$ cat config.mk
export PLATFORM = sky130hd
export DESIGN_NAME = ddr_init_seq
export DESIGN_NICKNAME = d
export VERILOG_FILES = /design/src/rtl/ddr_init_pkg.sv /design/src/rtl/ddr_init_ctrl.sv /design/src/rtl/ddr_init_pins.sv /design/src/rtl/ddr_init_seq.sv
export SDC_FILE = /design/constraint.sdc
export NUM_CORES = 1
export LEC_CHECK = 0
export ABC_CLOCK_PERIOD_IN_PS = 4150
export CORE_UTILIZATION = 40
export DETAILED_ROUTE_END_ITERATION = 10
export DONT_BUFFER_PORTS = 1
export GPL_TIMING_DRIVEN = 1
export PLACE_DENSITY = 0.51
export SLEW_MARGIN = 20
export SYNTH_ARGS = -nofsm -noshare
export SYNTH_HDL_FRONTEND = slang
export SYNTH_SLANG_ARGS = --single-unit
$ cat constraint.sdc
create_clock -name clk -period 4.15 [get_ports clk]
set_clock_uncertainty 0.1 [all_clocks]
set_input_delay 0.6225 -clock clk [delete_from_list [all_inputs] [get_ports clk]]
set_output_delay 0.6225 -clock clk [all_outputs]
set_load 0.1 [all_outputs]
$ cat src/rtl/ddr_init_pkg.sv
package ddr_init_pkg;

  typedef enum logic [2:0] {
    CMD_NOP,
    CMD_PRE,
    CMD_EMRS,
    CMD_MRS_DLL,
    CMD_REF,
    CMD_MRS
  } initCmdE;

  typedef struct packed {
    logic    ckeOn;
    initCmdE cmd;
    logic    doneOn;
  } seqStrobeT;

  localparam int STEP_W = 3;

endpackage

$ cat src/rtl/ddr_init_ctrl.sv
module ddr_init_ctrl
  import ddr_init_pkg::*;
#(
  parameter int STABLE_CYC = 50000,
  parameter int T_RP       = 4,
  parameter int T_MRD      = 2,
  parameter int T_RFC      = 20,
  parameter int DLL_LOCK   = 200
) (
  input  logic      clk,
  input  logic      rstN,
  output seqStrobeT strobe
);

  localparam int GAP_A   = (T_RP > T_MRD) ? T_RP : T_MRD;
  localparam int GAP_MAX = (GAP_A > T_RFC) ? GAP_A : T_RFC;
  localparam int GW      = $clog2(GAP_MAX + 1);
  localparam int SW      = $clog2(STABLE_CYC + 1);
  localparam int DW      = $clog2(DLL_LOCK + 1);

  typedef enum logic [1:0] {S_STABLE, S_RUN, S_DONE} stateE;

  stateE               state;
  logic [SW-1:0]       stableCnt;
  logic [STEP_W-1:0]   step;
  logic [GW-1:0]       gapCnt;
  logic [DW-1:0]       dllCnt;
  logic                issue;
  logic                lastCyc;
  logic                dllOk;
  logic [GW-1:0]       stepGap;
  initCmdE             stepCmd;

  // Command and minimum spacing to the next command for each step.
  always_comb begin
    unique case (step)
      3'd0:    begin stepCmd = CMD_NOP;     stepGap = GW'(1);     end
      3'd1:    begin stepCmd = CMD_PRE;     stepGap = GW'(T_RP);  end
      3'd2:    begin stepCmd = CMD_EMRS;    stepGap = GW'(T_MRD); end
      3'd3:    begin stepCmd = CMD_MRS_DLL; stepGap = GW'(T_MRD); end
      3'd4:    begin stepCmd = CMD_PRE;     stepGap = GW'(T_RP);  end
      3'd5:    begin stepCmd = CMD_REF;     stepGap = GW'(T_RFC); end
      3'd6:    begin stepCmd = CMD_REF;     stepGap = GW'(T_RFC); end
      default: begin stepCmd = CMD_MRS;     stepGap = GW'(T_MRD); end
    endcase
  end

  assign issue   = (state == S_RUN) && (gapCnt == '0);
  assign lastCyc = (gapCnt == stepGap - GW'(1));
  assign dllOk   = (dllCnt >= DW'(DLL_LOCK - 1));

  always_ff @(posedge clk) begin
    if (!rstN) begin
      state     <= S_STABLE;
      stableCnt <= '0;
      step      <= '0;
      gapCnt    <= '0;
      dllCnt    <= '0;
    end else begin
      unique case (state)
        S_STABLE: begin
          if (stableCnt == SW'(STABLE_CYC - 1)) state <= S_RUN;
          else                                  stableCnt <= stableCnt + SW'(1);
        end
        S_RUN: begin
          if (issue && step == 3'd3)           dllCnt <= DW'(1);
          else if (dllCnt != '0 && !dllOk)     dllCnt <= dllCnt + DW'(1);
          if (lastCyc) begin
            if (step == 3'd7) begin
              if (dllOk) state <= S_DONE;
            end else begin
              step   <= step + STEP_W'(1);
              gapCnt <= '0;
            end
          end else begin
            gapCnt <= gapCnt + GW'(1);
          end
        end
        default: ;
      endcase
    end
  end

  always_comb begin
    strobe.ckeOn  = (state != S_STABLE);
    strobe.cmd    = issue ? stepCmd : CMD_NOP;
    strobe.doneOn = (state == S_DONE);
  end

endmodule

$ cat src/rtl/ddr_init_pins.sv
module ddr_init_pins
  import ddr_init_pkg::*;
#(
  parameter int ADDR_W   = 12,
  parameter int BA_W     = 2,
  parameter int CLK_PS   = 4000,
  parameter bit DRV_HALF = 1'b0
) (
  input  logic              clk,
  input  logic              rstN,
  input  seqStrobeT         strobe,
  input  logic [2:0]        cfgCasLat,
  input  logic [2:0]        cfgBurstLen,
  input  logic              cfgInterleave,
  output logic              cke,
  output logic              csN,
  output logic              rasN,
  output logic              casN,
  output logic              weN,
  output logic [BA_W-1:0]   ba,
  output logic [ADDR_W-1:0] addr,
  output logic              initDone
);

  localparam logic [2:0] AUTO_CL = (CLK_PS >= 5000) ? 3'd3 :
                                   (CLK_PS >= 4000) ? 3'd4 : 3'd5;
  localparam int A_ALLBANK = 10;
  localparam int A_DLLRST  = 8;

  logic [2:0]        casLat;
  logic [ADDR_W-1:0] modeWord;
  logic [3:0]        pinNxt;
  logic [BA_W-1:0]   baNxt;
  logic [ADDR_W-1:0] addrNxt;

  always_comb begin
    casLat = (cfgCasLat >= 3'd3 && cfgCasLat <= 3'd5) ? cfgCasLat : AUTO_CL;
    modeWord      = '0;
    modeWord[2:0] = cfgBurstLen;
    modeWord[3]   = cfgInterleave;
    modeWord[6:4] = casLat;
  end

  always_comb begin
    pinNxt  = 4'b0111;
    baNxt   = '0;
    addrNxt = '0;
    unique case (strobe.cmd)
      CMD_PRE: begin
        pinNxt             = 4'b0010;
        addrNxt[A_ALLBANK] = 1'b1;
      end
      CMD_EMRS: begin
        pinNxt     = 4'b0000;
        baNxt      = BA_W'(1);
        addrNxt[0] = 1'b0;
        addrNxt[1] = DRV_HALF;
      end
      CMD_MRS_DLL: begin
        pinNxt            = 4'b0000;
        addrNxt           = modeWord;
        addrNxt[A_DLLRST] = 1'b1;
      end
      CMD_REF: pinNxt = 4'b0001;
      CMD_MRS: begin
        pinNxt  = 4'b0000;
        addrNxt = modeWord;
      end
      default: ;
    endcase
    if (!strobe.ckeOn) pinNxt = 4'b1111;
  end

  always_ff @(posedge clk) begin
    if (!rstN) begin
      cke      <= 1'b0;
      {csN, rasN, casN, weN} <= 4'b1111;
      ba       <= '0;
      addr     <= '0;
      initDone <= 1'b0;
    end else begin
      cke      <= strobe.ckeOn;
      {csN, rasN, casN, weN} <= pinNxt;
      ba       <= baNxt;
      addr     <= addrNxt;
      initDone <= strobe.doneOn;
    end
  end

endmodule

$ cat src/rtl/ddr_init_seq.sv
module ddr_init_seq
  import ddr_init_pkg::*;
#(
  parameter int ADDR_W    = 12,
  parameter int BA_W      = 2,
  parameter int CLK_PS    = 4000,
  parameter int STABLE_PS = 200_000_000,
  parameter int T_RP      = 4,
  parameter int T_MRD     = 2,
  parameter int T_RFC     = 20,
  parameter int DLL_LOCK  = 200,
  parameter bit DRV_HALF  = 1'b0
) (
  input  logic              clk,
  input  logic              rstN,
  input  logic [2:0]        cfgCasLat,
  input  logic [2:0]        cfgBurstLen,
  input  logic              cfgInterleave,
  output logic              cke,
  output logic              csN,
  output logic              rasN,
  output logic              casN,
  output logic              weN,
  output logic [BA_W-1:0]   ba,
  output logic [ADDR_W-1:0] addr,
  output logic              initDone
);

  localparam int STABLE_CYC = (STABLE_PS + CLK_PS - 1) / CLK_PS;

  seqStrobeT strobe;

  ddr_init_ctrl #(
    .STABLE_CYC(STABLE_CYC), .T_RP(T_RP), .T_MRD(T_MRD),
    .T_RFC(T_RFC), .DLL_LOCK(DLL_LOCK)
  ) ctrl (
    .clk(clk), .rstN(rstN), .strobe(strobe)
  );

  ddr_init_pins #(
    .ADDR_W(ADDR_W), .BA_W(BA_W), .CLK_PS(CLK_PS), .DRV_HALF(DRV_HALF)
  ) pins (
    .clk(clk), .rstN(rstN), .strobe(strobe),
    .cfgCasLat(cfgCasLat), .cfgBurstLen(cfgBurstLen), .cfgInterleave(cfgInterleave),
    .cke(cke), .csN(csN), .rasN(rasN), .casN(casN), .weN(weN),
    .ba(ba), .addr(addr), .initDone(initDone)
  );

endmodule

Word-level counts from Yosys, hierarchy flattened

Index checks and enable logic that the tools add are counted.

Memories kept: 0
Memory bits (read-only): 0
Flip-flop bits (word level): 54
Word-level logic and storage cells: 86
Latch bits: 0
Bits in writable memories: 0
Output and inout port bits: 20
Input port bits: 9

Divide/modulo/power cells: 0
$mul: 0
Shift operators: 0
Reduce and logical (&&, ||, !) cells: 23
Bitwise logic cells: 2
Magnitude comparators: 3
Multiplexer cells: 17
Add/sub/neg operators: 5
Equality and inequality tests: 21

Operator list:

| kind                                                   | count |
|---|---|
| equality test 3 bit (second input constant)            | 6 |
| adder 16 x 1 -> 16 bit (second input constant)         | 1 |
| equality test 16 bit (second input constant)           | 1 |
| two-way mux 8 bit                                      | 2 |
| case mux 3 bit (5 select lines)                        | 1 |
| case mux 5 bit (3 select lines)                        | 1 |
| case mux 7 bit (2 select lines)                        | 1 |
| equality test 3 x 2 -> 1 bit (second input constant)   | 4 |
| two-way mux 5 bit                                      | 2 |
| AND reduction 2 bit                                    | 5 |
| case mux 3 bit (3 select lines)                        | 1 |
| adder 8 x 1 -> 8 bit (second input constant)           | 1 |
| >= comparator 8 bit (second input constant)            | 1 |
| two-way mux 2 bit                                      | 4 |
| nonzero test 8 bit                                     | 1 |
| equality test 3 x 1 -> 1 bit (second input constant)   | 2 |
| two-way mux 3 bit                                      | 2 |
| inequality test 2 x 1 -> 1 bit (second input constant) | 3 |
| nonzero test 2 bit                                     | 3 |
| OR reduction 2 bit                                     | 3 |
| adder 5 x 1 -> 5 bit (second input constant)           | 1 |
| equality test 5 bit                                    | 1 |
| zero test 5 bit                                        | 1 |
| AND reduction 5 bit                                    | 1 |
| 16 further kinds                                       | 22 |

Depth between registers and ports, before layout

Gate-level depths: netlist (run 1).

Word-level depth: 7
Mapped depth: 8
Mapped depth without buffers: 7

By module

From an unflattened synthesis (run 1), not the netlist that was laid out.

Cells, all modules: 263
Area, all modules: 2427.3 um^2

Modules (own cells, without submodules):

| module        | area an instance (um^2) | times used | sequential area each (um^2) | cells each |
|---|---|---|---|---|
| ddr_init_ctrl | 1895.6                  | 1          | 680.7                       | 219 |
| ddr_init_pins | 531.8                   | 1          | 320.3                       | 44 |

Worst setup path before layout (run 1)

Ideal clock, no wire load.

Kind: register to register
Start point: register ctrl.step[0]
End point: register ctrl.step[0]
Setup slack: 1959 ps
Required time: 3978 ps
Clock period less this slack: 2191 ps
Stages on the path, launching flop included: 8
Setup time: 72 ps
Arrival: 2019 ps
Buffers on the path: 0
Cells stage by stage: dfxtp_1 > inv_1 > ha_1 > o21a_1 > a211oi_2 > nor2_1 > a2111oi_4 > mux2i_1

Cells in the longest elaborated chain, start to end: 6
Elaborated cells between the ends (all ways): 14
Those cells by class: add/sub (2); eq/ne (6); mux (1); bitwise (1); reduce/logical (4)

RTL lines:

| what                                                                       | RTL line            | source |
|---|---|---|
| from (decl)                                                                | ddr_init_ctrl.sv:25 | `logic [STEP_W-1:0] step;` |
| from (signal assigned)                                                     | ddr_init_ctrl.sv:72 | `step <= step + STEP_W'(1);` |
| equality test 3 bit / equality test 3 x 1 -> 1 bit (equally long branches) | ddr_init_ctrl.sv:36 | `unique case (step)` |
| OR reduction 2 bit (no line)                                               | -                   |  |
| case mux 5 bit (3 select lines)                                            | ddr_init_ctrl.sv:36 |  |
| subtractor 5 x 1 -> 5 bit                                                  | ddr_init_ctrl.sv:49 | `assign lastCyc = (gapCnt == stepGap - GW'(1));` |
| equality test 5 bit                                                        | ddr_init_ctrl.sv:49 |  |
| AND reduction 3 bit (no line)                                              | -                   |  |

Parallel ways exist; a longest one is shown, timed or not.
A chain may end at the register's enable or synchronous reset.

Worst setup path after layout (run 1)

Start point: register ctrl.step[0]
End point: register ctrl.step[1]

Same word-level chain as after synthesis.

==> key figures, run 1 <==
Worst setup path
  • Capturing element type of the critical path: flop
  • Origin of the critical flop-to-flop path: ctrl.step[0]$_SDFFE_PN0P_
  • Critical path startpoint category: flop
  • Max FO, Critical Path: 9
  • Crit Reg-Reg Endpoint: ctrl.step[1]$_SDFFE_PN0P_
  • Slack of the worst reg-to-reg path: between 1.5 and 2 ns
  • Critical path data arrival time: 2.66 ns
  • Kind of critical path: reg -> reg
  • Cells on worst reg2reg path: 7
  • Endpoint required time on the critical path: 4.29 ns

Placed design
  • Input/output buffers: 0
  • Post-detail-place hpwl: 3420 um
  • Inst Count DP: 356
  • Setup Slack @ Placement: about 1.6 ns
  • Instance area after placement: around 0.0026 mm2
  • Final weighted congestion in routability-driven placement: 0.767

Timing
  • Maximum clock frequency: about 400 MHz
  • Final hold slack: 0.284 ns
  • RSZ-0062 raised after global routing: no
  • Setup Total Neg Slack: 0 ns
  • Final max-slew violation count: 0
  • Final setup violation count: 0
  • Transition time of the tightest slew-check pin: 0.937 ns
  • Share of the clock period used by the worst path: 60.9%
  • Minimum period implied by the final worst setup slack: between 2 and 3 ns
  • Final worst slack: 1.62 ns
  • Final hold viol count: 0
  • Worst slew margin relative to its limit: 37.5%

Clock tree
  • Hold buffer count at cts: 0
  • Longest Clk Path Bufs: 2
  • Deepest level of the CTS H-tree: 2
  • Clock buffers created by TritonCTS: 5
  • Insertion delay of the later-clocked pin in the worst-skew pair: 0.30 ns
  • Clock tree root driver cell: clkbuf_8
  • Resized Gates After CTS: 0
  • TritonCTS clock tree: yes
  • Post-CTS Repair Setup Buffers: 0
  • Clock Sinks: 50
  • Clock transition at the register clock pins on the worst setup and hold paths after CTS: 0.10 ns

Logic synthesis
  • Number of warnings printed during yosys synthesis: 0
  • Dominant register cell in the synthesized netlist: dfxtp_1
  • Seq/Total Area, Yosys: 39.4%
  • Share of synthesized registers carrying an async set or reset: 0%
  • Average instance area after synthesis: about 8.7 um2
  • Post-synthesis instance area: 0.00254 mm2
  • Number of flops mapped to enable cells by yosys: 0
  • Count of cell types in the netlist: 57
  • Number of instances in the synthesized netlist: 292
  • Yosys reg bits: 50

Finish
  • Final net count: a little over 300
  • Post-route design area: between 0.002 and 0.003 mm2
  • Most frequent cells in the layout: 50 x dfxtp_1, 25 x nor2_1, 22 x nand2_1
  • Non-filler instance count after layout: ~360
  • Most common cell after layout, fill and taps aside: dfxtp_1
  • Layout Area Growth over Synthesis: 6.79%
  • Filler Cells Inserted: 609
  • Diodes inserted: 0
  • Share of cells above drive strength 1: 5.54%
  • Final core occ: between 40 and 50%

GRT
  • Number of global-route vias before repair: 1883
  • Global-route total usage across every layer: 16.4%
  • Pin count of the biggest net entering global routing: 23
  • Wire length of the first global-routing pass: roughly 8500 um
  • Overflow left after global routing: 0
  • Initial antenna violation count: 0

Worst hold path
  • WHS Endpoint: pins.addr[5]$_SDFF_PN0_
  • Type of the worst min-delay path: in -> reg
  • Depth of the worst hold-timing path: 1
  • Launch point of the worst hold path: cfgCasLat[2]

Status
  • Outcome: complete, no violations

Route
  • Total number of vias: roughly 2000
  • Antenna-violating nets left: 0
  • Post-DR wirelength/cell: 13.6 um
  • Drt first-iter violations: 95
  • Total length of routed wires: 4960 um
  • Residual DRC count: 0
  • 1st-pass router iterations: 4
  • Post-DR vias/cell: about 5.5

Floorplanning
  • Die X: 81.7 um
  • I/O pin count: 29
  • Number of cell rows: 28
  • CORE AREA: 0.00603 mm2
  • Vertical extent of the die: 81.7 um
  • Die Outline Area: 0.00668 mm2
  • Starting Density: between 40% and 50%

Flow run
  • Count of max-cap constraint violations: 0

Pwr
  • Pwr dens: 354 mW/mm2
  • Worst IR Drop VDD: approximately 0.17 mV
  • Reported leakage power: 0.991 nW
  • Final Total Pwr: a little under 1 mW
-- worst max-delay path by stage --
stage / cells past startpoint / start / to / slack, ns
2_1_floorplan: 7 / ctrl.step[0]$_SDFFE_PN0P_ / ctrl.step[0]$_SDFFE_PN0P_ / 1.96
3_3_place_gp: 7 / ctrl.step[0]$_SDFFE_PN0P_ / ctrl.step[2]$_SDFFE_PN0P_ / 1.61
3_5_place_dp: 7 / ctrl.step[0]$_SDFFE_PN0P_ / ctrl.step[1]$_SDFFE_PN0P_ / 1.61
4_1_cts: 7 / ctrl.step[0]$_SDFFE_PN0P_ / ctrl.step[1]$_SDFFE_PN0P_ / 1.56
5_1_grt: 7 / ctrl.step[0]$_SDFFE_PN0P_ / ctrl.step[1]$_SDFFE_PN0P_ / 1.33
6_report: 7 / ctrl.step[0]$_SDFFE_PN0P_ / ctrl.step[1]$_SDFFE_PN0P_ / 1.62
-- registers in the layout (all words and copies together) (netlist names), 2 cells and up --
| name | count |
|---|---|
| ctrl.step | 3 |
| ctrl.stableCnt | 16 |
| pins.addr | 9 |
| ctrl.gapCnt | 5 |
| ctrl.dllCnt | 8 |
| ctrl.state | 2 |
-- cell families (layout without fill, tap and decap cells) --
| family | Yosys count | after routing | share of synthesized area, % |
|---|---|---|---|
| compound gates | 58 | 58 | 15.7 |
| xor+xnor | 15 | 15 | 5.17 |
| fa+ha+maj | 11 | 11 | 5.42 |
| buf+inv | 24 | 18 | 4.43 |
| flops | 50 | 50 | 39.4 |
| mux | 6 | 6 | 2.36 |
| other cells | 1 | 4 | 0.148 |
| simple gates | 127 | 127 | 27.4 |
-- synthesized netlist by cell type, drive strengths merged (2+ instances only) --
cell type / instances / area (um2)
o211ai: 2 / 15.0
nor2b: 4 / 25.0
and2b: 2 / 15.0
o21ai: 12 / 60.1
a211oi: 3 / 27.5
mux2i: 6 / 60.1
nand4: 11 / 75.1
nor3b: 3 / 22.5
nor2: 26 / 100
or3: 6 / 37.5
nor4: 2 / 12.5
nor4b: 2 / 23.8
a21oi: 17 / 85.1
and2: 7 / 43.8
inv: 10 / 37.5
buf: 7 / 47.6
nand2b: 7 / 43.8
xor2: 13 / 114
o22ai: 3 / 18.8
o21a: 4 / 30.0
ha: 11 / 138
a311oi: 2 / 17.5
nand2: 22 / 82.6
nor3: 6 / 30.0
xnor2: 2 / 17.5
or4: 2 / 15.0
and3: 2 / 12.5
a21o: 2 / 15.0
dfxtp: 50 / 1000
clkbuf: 7 / 27.5
a31oi: 2 / 12.5
and4: 2 / 17.5
a2111oi: 2 / 37.5
nand3: 19 / 100
-- power by group --
part	internal, mW	switching (mW)
Sequential	0.483	0.00571
Combinational	0.0128	0.0350
Clock	0.257	0.168
Total	0.753	0.209
-- critical path, cell delays in order (launching register included) --
cell	delay, ns
dfxtp_1	0.49
inv_1	0.12
ha_1	0.30
o21a_1	0.27
a211oi_2	0.25
nor2_1	0.16
a2111oi_4	0.52
mux2i_1	0.24
-- layout make-up --
class	count	area, um2	share of cell area [%]
Clock inverter	2	60.1	2.21
Clock buffer	6	82.6	3.04
Inverter	10	37.5	1.38
Tap cell	75	93.8	3.46
Multi-Input combinational cell	221	1440	53.0
Sequential cell	50	1000	36.9
-- layer usage --
| layer | up-vias | share of wire [%] | GRT usage (%) |
|---|---|---|---|
| met1 | 935 | 50 | 21.5 |
| met4 | 0 | 1.2 | 5.79 |
| met2 | 37 | 45 | 26.5 |
| met3 | 7 | 3.9 | 3.33 |
| li1 | 1031 | - | - |
| met5 | - | 0 | 0 |
Power figures use the tool's default switching activity.
==> run 2, diff against run 1 <==
--- a/config.mk
+++ b/config.mk
@@ -5,12 +5,12 @@
 export SDC_FILE = /design/constraint.sdc
 export NUM_CORES = 1
 export LEC_CHECK = 0
-export ABC_CLOCK_PERIOD_IN_PS = 4150
+export ABC_CLOCK_PERIOD_IN_PS = 2000
 export CORE_UTILIZATION = 40
 export DETAILED_ROUTE_END_ITERATION = 10
 export DONT_BUFFER_PORTS = 1
 export GPL_TIMING_DRIVEN = 1
-export PLACE_DENSITY = 0.51
+export PLACE_DENSITY = 0.53
 export SLEW_MARGIN = 20
 export SYNTH_ARGS = -nofsm -noshare
 export SYNTH_HDL_FRONTEND = slang
==> constraint.sdc (replaced) <==
create_clock -name clk -period 2 [get_ports clk]
set_clock_uncertainty 0.1 [all_clocks]
set_input_delay 0.3 -clock clk [delete_from_list [all_inputs] [get_ports clk]]
set_output_delay 0.3 -clock clk [all_outputs]
set_load 0.1 [all_outputs]
==> key figures, run 2 (same netlist as run 1, synthesis figures left out) <==
Timing
  • Final hold viol count: 0 (unchanged)
  • Transition time of the tightest slew-check pin: 0.496 ns (-0.441 ns)
  • Final setup violation count: 0 (unchanged)
  • Setup Total Neg Slack: 0 ns (unchanged)
  • Minimum period implied by the final worst setup slack: 1.96 ns (-0.562 ns)
  • Final max-slew violation count: 0 (unchanged)
  • Share of the clock period used by the worst path: 98.2% (+37 points)
  • Maximum clock frequency: 509 MHz (+29%)
  • Worst slew margin relative to its limit: 66.7% (+29 points)
  • RSZ-0062 raised after global routing: yes

GRT
  • Number of global-route vias before repair: 2027 (+7.6%)
  • Wire length of the first global-routing pass: 9230 um (+8.0%)
  • Pin count of the biggest net entering global routing: 22 (-4.3%)
  • Overflow left after global routing: 0 (unchanged)
  • Initial antenna violation count: 0 (unchanged)
  • Global-route total usage across every layer: 17.8% (+1.4 points)

Route
  • Drt first-iter violations: 134 (+41%)
  • Residual DRC count: 0 (unchanged)
  • Antenna-violating nets left: 0 (unchanged)
  • Post-DR vias/cell: 5.35 (-3.2%)
  • 1st-pass router iterations: 4 (unchanged)
  • Total length of routed wires: 5560 um (+12%)
  • Post-DR wirelength/cell: 13.3 um (-2.6%)
  • Total number of vias: 2240 (+11%)

Worst setup path
  • Endpoint required time on the critical path: 2.12 ns (-2.17 ns)
  • Stage delay of the slowest cell on the critical path: 0.39 ns (-0.13 ns)
  • Critical path startpoint category: flop
  • Kind of critical path: reg -> reg
  • Capturing element type of the critical path: flop
  • Cell with the largest stage delay on the worst path: dfxtp_4
  • Critical path, cell by cell: buf_6 -> and2b_1 -> o2111ai_1 -> a31o_2 -> a2111oi_4 -> buf_4 -> mux2i_1
  • Critical path data arrival time: 2.09 ns (-0.57 ns)
  • Number of buffer and inverter stages on the critical path: 2 (+1)
  • Kind of cell adding the most delay to the critical path: compound AO/OA/AOI/OAI gates
  • Max FO, Critical Path: 5 (-4)

Clock tree
  • Deepest level of the CTS H-tree: 2 (unchanged)
  • Clock transition at the register clock pins on the worst setup and hold paths after CTS: 0.09 ns (about the same)
  • TritonCTS clock tree: yes
  • Clock tree root driver cell: clkbuf_8
  • Clock Sinks: 50 (unchanged)
  • Longest Clk Path Bufs: 2 (unchanged)
  • Clock buffers created by TritonCTS: 5 (unchanged)
  • Insertion delay of the later-clocked pin in the worst-skew pair: 0.30 ns (about the same)

Flow run
  • Count of max-cap constraint violations: 0 (unchanged)

Finish
  • Final core occ: 53.3% (+8.3 points)
  • Diodes inserted: 0 (unchanged)
  • Share of cells above drive strength 1: 25.9% (+20 points)
  • Registers with the most flip-flops: ctrl.stableCnt (16), pins.addr (9), ctrl.dllCnt (8)
  • Post-route design area: 0.00321 mm2 (+18%)
  • Non-filler instance count after layout: 419 (+15%)
  • Most frequent cells in the layout: 52 x buf_4, 45 x dfxtp_1, 24 x nor2_1
  • Largest register by flop count: ctrl.stableCnt
  • Max reg flops: 16 (unchanged)
  • Final net count: 363 (+18%)
  • Filler Cells Inserted: 593 (-2.6%)
  • Most common cell after layout, fill and taps aside: buf_4
  • Layout Area Growth over Synthesis: 26.4%

Floorplanning
  • Die Outline Area: 0.00668 mm2 (unchanged)
  • CORE AREA: 0.00603 mm2 (unchanged)
  • Die X: 81.7 um (unchanged)
  • Number of cell rows: 28 (unchanged)
  • Starting Density: 42.2% (unchanged)
  • I/O pin count: 29 (unchanged)
  • Vertical extent of the die: 81.7 um (unchanged)

Placed design
  • Instance area after placement: 0.00297 mm2 (+15%)
  • Input/output buffers: 0 (unchanged)
  • Inst Count DP: 406 (+14%)
  • Final weighted congestion in routability-driven placement: 0.814 (+6.1%)
  • Post-detail-place hpwl: 3980 um (+16%)

Pwr
  • Reported leakage power: 1.28 nW (+29%)
  • Pwr dens: 542 mW/mm2 (+53%)
  • Worst IR Drop VDD: 0.336 mV (+93%)
  • Final Total Pwr: 1.74 mW (+81%)

Status
  • Outcome: complete, no violations

Worst hold path
  • Type of the worst min-delay path: in -> reg
==> run 2: worst paths after layout <==
| kind | cells past startpoint | slack [ns] | end | from |
|---|---|---|---|---|
| worst max-delay path | 7 | 0.04 | ctrl.step[0]$_SDFFE_PN0P_ | ctrl.step[0]$_SDFFE_PN0P_ |
| worst min-delay path | 1 | 0.02 | pins.addr[0]$_SDFF_PN0_ | cfgBurstLen[0] |
| worst max register to register | 7 | 0.04 | ctrl.step[0]$_SDFFE_PN0P_ | ctrl.step[0]$_SDFFE_PN0P_ |
| worst min register to register | 2 | 0.38 | ctrl.stableCnt[15]$_SDFFE_PN0P_ | ctrl.stableCnt[15]$_SDFFE_PN0P_ |
==> run 2: metrics by stage <==
| step | setup slack (ns) | hold WS (ns) |
|---|---|---|
| after floorplan | 0.00413 | 0.276 |
| after global placement | -0.0171 | 0.281 |
| after detailed placement | -0.0694 | 0.284 |
| after CTS | 0.00859 | 0.00964 |
| after global routing | -0.0652 | 0.00633 |
| final | 0.0359 | 0.0216 |
==> run 2: timing repair <==
item | in CTS | in global routing
endpoints found under the setup margin | 5 | 24
hold buffers | 1 | 0
resized for setup | 2 | 24
pin swaps | 3 | 12
setup buffers | 1 | 3
hold endpoints to repair | 1 | 0
==> run 2: routing by layer <==
layer  vias up  share of wire (%)  GRT usage, %
li1       1135                  -             -
met1      1049                 46          21.8
met2        54                 48          30.9
met3         2                4.8          4.33
met4         0               0.38          4.39
met5         -                  0             0
==> run 2: final cells by class <==
type | instances | area (um2) | share of cell area [%]
Sequential cell | 50 | 1010 | 31.5
Tap cell | 75 | 93.8 | 2.92
Inverter | 10 | 42.5 | 1.32
Multi-Input combinational cell | 221 | 1540 | 48.0
Clock inverter | 1 | 5.00 | 0.156
Timing Repair Buffer | 55 | 432 | 13.4
Clock buffer | 7 | 86.3 | 2.69
==> run 2: power breakdown <==
part           total, mW  internal [mW]  switching (mW)
clock network      0.612          0.280           0.332
logic              0.123         0.0412          0.0820
registers           1.01           1.00         0.00520
total               1.74           1.32           0.419
==> run 2: worst reg2reg max path, cell delays in order (launching register included) <==
cell and delay, ns:
dfxtp_4 0.39, buf_6 0.13, and2b_1 0.21, o2111ai_1 0.10, a31o_2 0.25, a2111oi_4 0.33, buf_4 0.19, mux2i_1 0.19
==> run 3, diff against run 2 <==
--- a/config.mk
+++ b/config.mk
@@ -14,4 +14,5 @@
 export SLEW_MARGIN = 20
 export SYNTH_ARGS = -nofsm -noshare
 export SYNTH_HDL_FRONTEND = slang
+export SYNTH_HIERARCHICAL = 1
 export SYNTH_SLANG_ARGS = --single-unit
==> key figures, run 3 <==
Pwr
  • Power dissipated by switching net loads: 371 uW (-11%)
  • Worst IR Drop VDD: 0.363 mV (+7.8%)
  • Switching Fraction: 21.0% (-3.0 points)
  • Reported leakage power: 1.14 nW (-11%)
  • Clock power share: 39.2% (+4.1 points)
  • Int Pwr: 1.39 mW (+5.3%)
  • Part of the total power dissipated in combinational logic: 3.9% (-3.2 points)
  • Final Total Pwr: 1.76 mW (+1.3%)
  • Pwr dens: 608 mW/mm2 (+12%)
  • Share of power burned in registers: 57.0% (-0.8 points)

Route
  • 1st-pass router iterations: 4 (unchanged)
  • Post-DR vias/cell: 4.98 (-6.9%)
  • Post-DR wirelength/cell: 12.4 um (-6.4%)
  • Drt first-iter violations: 95 (-29%)
  • Total length of routed wires: 4690 um (-16%)
  • Antenna-violating nets left: 0 (unchanged)
  • Total number of vias: 1876 (-16%)
  • Residual DRC count: 0 (unchanged)

Clock tree
  • Deepest level of the CTS H-tree: 2 (unchanged)
  • Insertion delay of the later-clocked pin in the worst-skew pair: 0.29 ns (about the same)
  • Clock tree root driver cell: clkbuf_8
  • Clock Sinks: 50 (unchanged)
  • Clock transition at the register clock pins on the worst setup and hold paths after CTS: 0.09 ns (about the same)
  • TritonCTS clock tree: yes
  • Clock buffers created by TritonCTS: 5 (unchanged)
  • Longest Clk Path Bufs: 2 (unchanged)

Logic synthesis
  • Largest cells by area after synthesis: dfxtp_1 41%, ha_1 5.7%, nor2_1 5.4%
  • Yosys reg bits: 50 (unchanged)
  • Proportion of netlist area held by the largest area contributor: 41.2% (+1.8 points)
  • Number of warnings printed during yosys synthesis: 6 (+6)
  • Count of cell types in the netlist: 49 (-14%)
  • Library cell with the largest summed area after synthesis: dfxtp_1
  • Area share of fa/ha/maj cells after synthesis: 5.67% (+0.25 points)
  • Ranking of synthesized cells by instance count: 50 x dfxtp_1, 35 x nor2_1, 25 x nand2_1, 14 x inv_1, 14 x xor2_1
  • Fraction of the mapped netlist area in simple logic gates: 27.4% (+0.047 points)
  • Number of instances in the synthesized netlist: 263 (-9.9%)
  • Combinational family with the most area after synthesis: simple AND/OR/NAND/NOR gates
  • Library cell with the highest instance count after synthesis: dfxtp_1
  • Post-synthesis instance area: 0.00243 mm2 (-4.5%)
  • Post-synthesis mux area share: 2.06% (-0.30 points)
  • Number of flops mapped to enable cells by yosys: 0 (unchanged)
  • Synthesized-area fraction occupied by ao, oa, aoi and oai cells: 9.95% (-5.8 points)
  • Share of synthesized registers carrying an async set or reset: 0% (unchanged)
  • Dominant register cell in the synthesized netlist: dfxtp_1
  • Average instance area after synthesis: 9.23 um2 (+6.1%)
  • Seq/Total Area, Yosys: 41.2% (+1.8 points)
  • Fraction of synthesized cell area in xor and xnor cells: 9.33% (+4.2 points)

Worst setup path
  • Kind of critical path: reg -> reg
  • Endpoint required time on the critical path: 2.10 ns (-0.02 ns)
  • Critical path startpoint category: flop
  • Max FO, Critical Path: 6 (+1)
  • Capturing element type of the critical path: flop
  • Critical path data arrival time: 2.00 ns (-0.09 ns)

Finish
  • Largest register by flop count: ctrl/stableCnt
  • Diodes inserted: 0 (unchanged)
  • Post-route design area: 0.00290 mm2 (-9.7%)
  • Final net count: 321 (-12%)
  • Most common cell after layout, fill and taps aside: dfxtp_1
  • Non-filler instance count after layout: 377 (-10%)
  • Layout Area Growth over Synthesis: 19.4%
  • Share of cells above drive strength 1: 18.9% (-7.0 points)
  • Max reg flops: 16 (unchanged)
  • Filler Cells Inserted: 569 (-4.0%)
  • Most frequent cells in the layout: 48 x dfxtp_1, 35 x nor2_1, 32 x buf_4
  • Registers with the most flip-flops: ctrl/stableCnt (16), pins/addr (9), ctrl/dllCnt (8)

GRT
  • Global-route total usage across every layer: 15.2% (-2.5 points)
  • Overflow left after global routing: 0 (unchanged)
  • Pin count of the biggest net entering global routing: 22 (unchanged)
  • Number of global-route vias before repair: 1669 (-18%)
  • Initial antenna violation count: 0 (unchanged)
  • Wire length of the first global-routing pass: 7630 um (-17%)

Timing
  • Setup Total Neg Slack: 0 ns (unchanged)
  • Transition time of the tightest slew-check pin: 0.565 ns (+0.0692 ns)
  • Worst slew margin relative to its limit: 61.8% (-4.8 points)
  • Final hold viol count: 0 (unchanged)
  • Final setup violation count: 0 (unchanged)
  • Share of the clock period used by the worst path: 94.9% (-3.3 points)
  • Maximum clock frequency: 527 MHz (+3.5%)
  • Final max-slew violation count: 0 (unchanged)
  • Minimum period implied by the final worst setup slack: 1.90 ns (-0.0656 ns)

Flow run
  • Count of max-cap constraint violations: 0 (unchanged)

Floorplanning
  • Number of cell rows: 28 (unchanged)
  • Vertical extent of the die: 79.9 um (-2.2%)
  • Starting Density: 41.2% (-0.93 points)
  • I/O pin count: 29 (unchanged)
  • CORE AREA: 0.00589 mm2 (-2.3%)
  • Die X: 79.9 um (-2.2%)
  • Die Outline Area: 0.00638 mm2 (-4.4%)

Placed design
  • Inst Count DP: 364 (-10%)
  • Input/output buffers: 0 (unchanged)
  • Instance area after placement: 0.00272 mm2 (-8.5%)
  • Final weighted congestion in routability-driven placement: 0.736 (-9.5%)
  • Post-detail-place hpwl: 3320 um (-17%)

Worst hold path
  • Type of the worst min-delay path: in -> reg

Status
  • Outcome: complete, no violations
==> run 3: changes by cell type after synthesis, moves of 4 or more <==
cell	previous run	this run
a21oi_1	17	5
and3_1	2	8
inv_1	10	14
nand3_1	18	6
nor2_1	25	35
o21a_1	4	0
o21ai_0	8	2
o21ai_1	4	0
or3_1	6	2
xnor2_1	2	10
==> run 3: layer usage <==
metal | vias up | track usage, % | wire [um]
met4 | 0 | 4.29 | 27
met2 | 39 | 24.3 | 2050
met3 | 2 | 3.77 | 183
met1 | 852 | 20.3 | 2420
met5 | - | 0 | 0
li1 | 983 | - | -
==> run 3: area by class of cell <==
type                       count  area [um2]  area share [%]
clock buffer                   7        76.3            2.63
clock inverter                 1        30.0            1.04
inverter                      14        52.6            1.81
multi-input combinational    194        1360            47.0
sequential                    50        1000            34.6
tap                           75        93.8            3.24
timing repair buffer          36         280            9.67
==> run 3: power groups by stage <==
| stage | clock, mW | combinational [mW] | sequential (mW) |
|---|---|---|---|
| 2_1_floorplan | 0 | 0.0637 | 1.03 |
| 3_3_place_gp | 0 | 0.0612 | 1.03 |
| 3_5_place_dp | 0 | 0.0613 | 1.03 |
| 4_1_cts | 0.724 | 0.0652 | 1.00 |
| 5_1_grt | 0.767 | 0.0741 | 1.01 |
| 6_report | 0.690 | 0.0679 | 1.00 |
==> run 3: cells by family (layout without fill, tap and decap cells) <==
group,Yosys count,after routing
buf+inv,22,58
fa+ha+maj,11,11
xor+xnor,25,25
other cells,1,4
compound gates,27,27
simple gates,122,122
mux,5,5
flops,50,50
==> run 3: timing repair <==
item,CTS,global route
gates resized for setup,0,7
hold endpoints to repair,2,1
hold buffers,2,2
buffers inserted,0,1
setup endpoints to repair,0,20
==> run 3: final timing paths <==
check | from | end | slack [ns] | cells after the start
min | cfgCasLat[1] | pins/addr[5]$_SDFF_PN0_ | 0.03 | 2
max reg2reg | ctrl/step[0]$_SDFFE_PN0P_ | ctrl/gapCnt[1]$_SDFFE_PN0P_ | 0.10 | 6
max | ctrl/step[0]$_SDFFE_PN0P_ | ctrl/gapCnt[1]$_SDFFE_PN0P_ | 0.10 | 6
min reg2reg | ctrl/step[0]$_SDFFE_PN0P_ | ctrl/step[0]$_SDFFE_PN0P_ | 0.39 | 2
==> run 3: critical path, cell delays in order (launching register included) <==
cell and delay (ns):
dfxtp_2 0.34, buf_4 0.14, and2_1 0.17, o211a_1 0.23, o221a_2 0.33, and2_1 0.22
o32ai_1 0.28
==> run 3: metrics by stage <==
| stage | hold slack (ns) | setup WS, ns | utilization, % |
|---|---|---|---|
| floorplan | 0.270 | 0.0816 | - |
| global placement | 0.271 | 0.0173 | 46.2 |
| detailed placement | 0.273 | 0.0198 | 46.2 |
| CTS | 0.00350 | 0.00322 | 48.3 |
| global route | 0.00770 | -0.00354 | 49.3 |
| finish | 0.0251 | 0.101 | 49.3 |
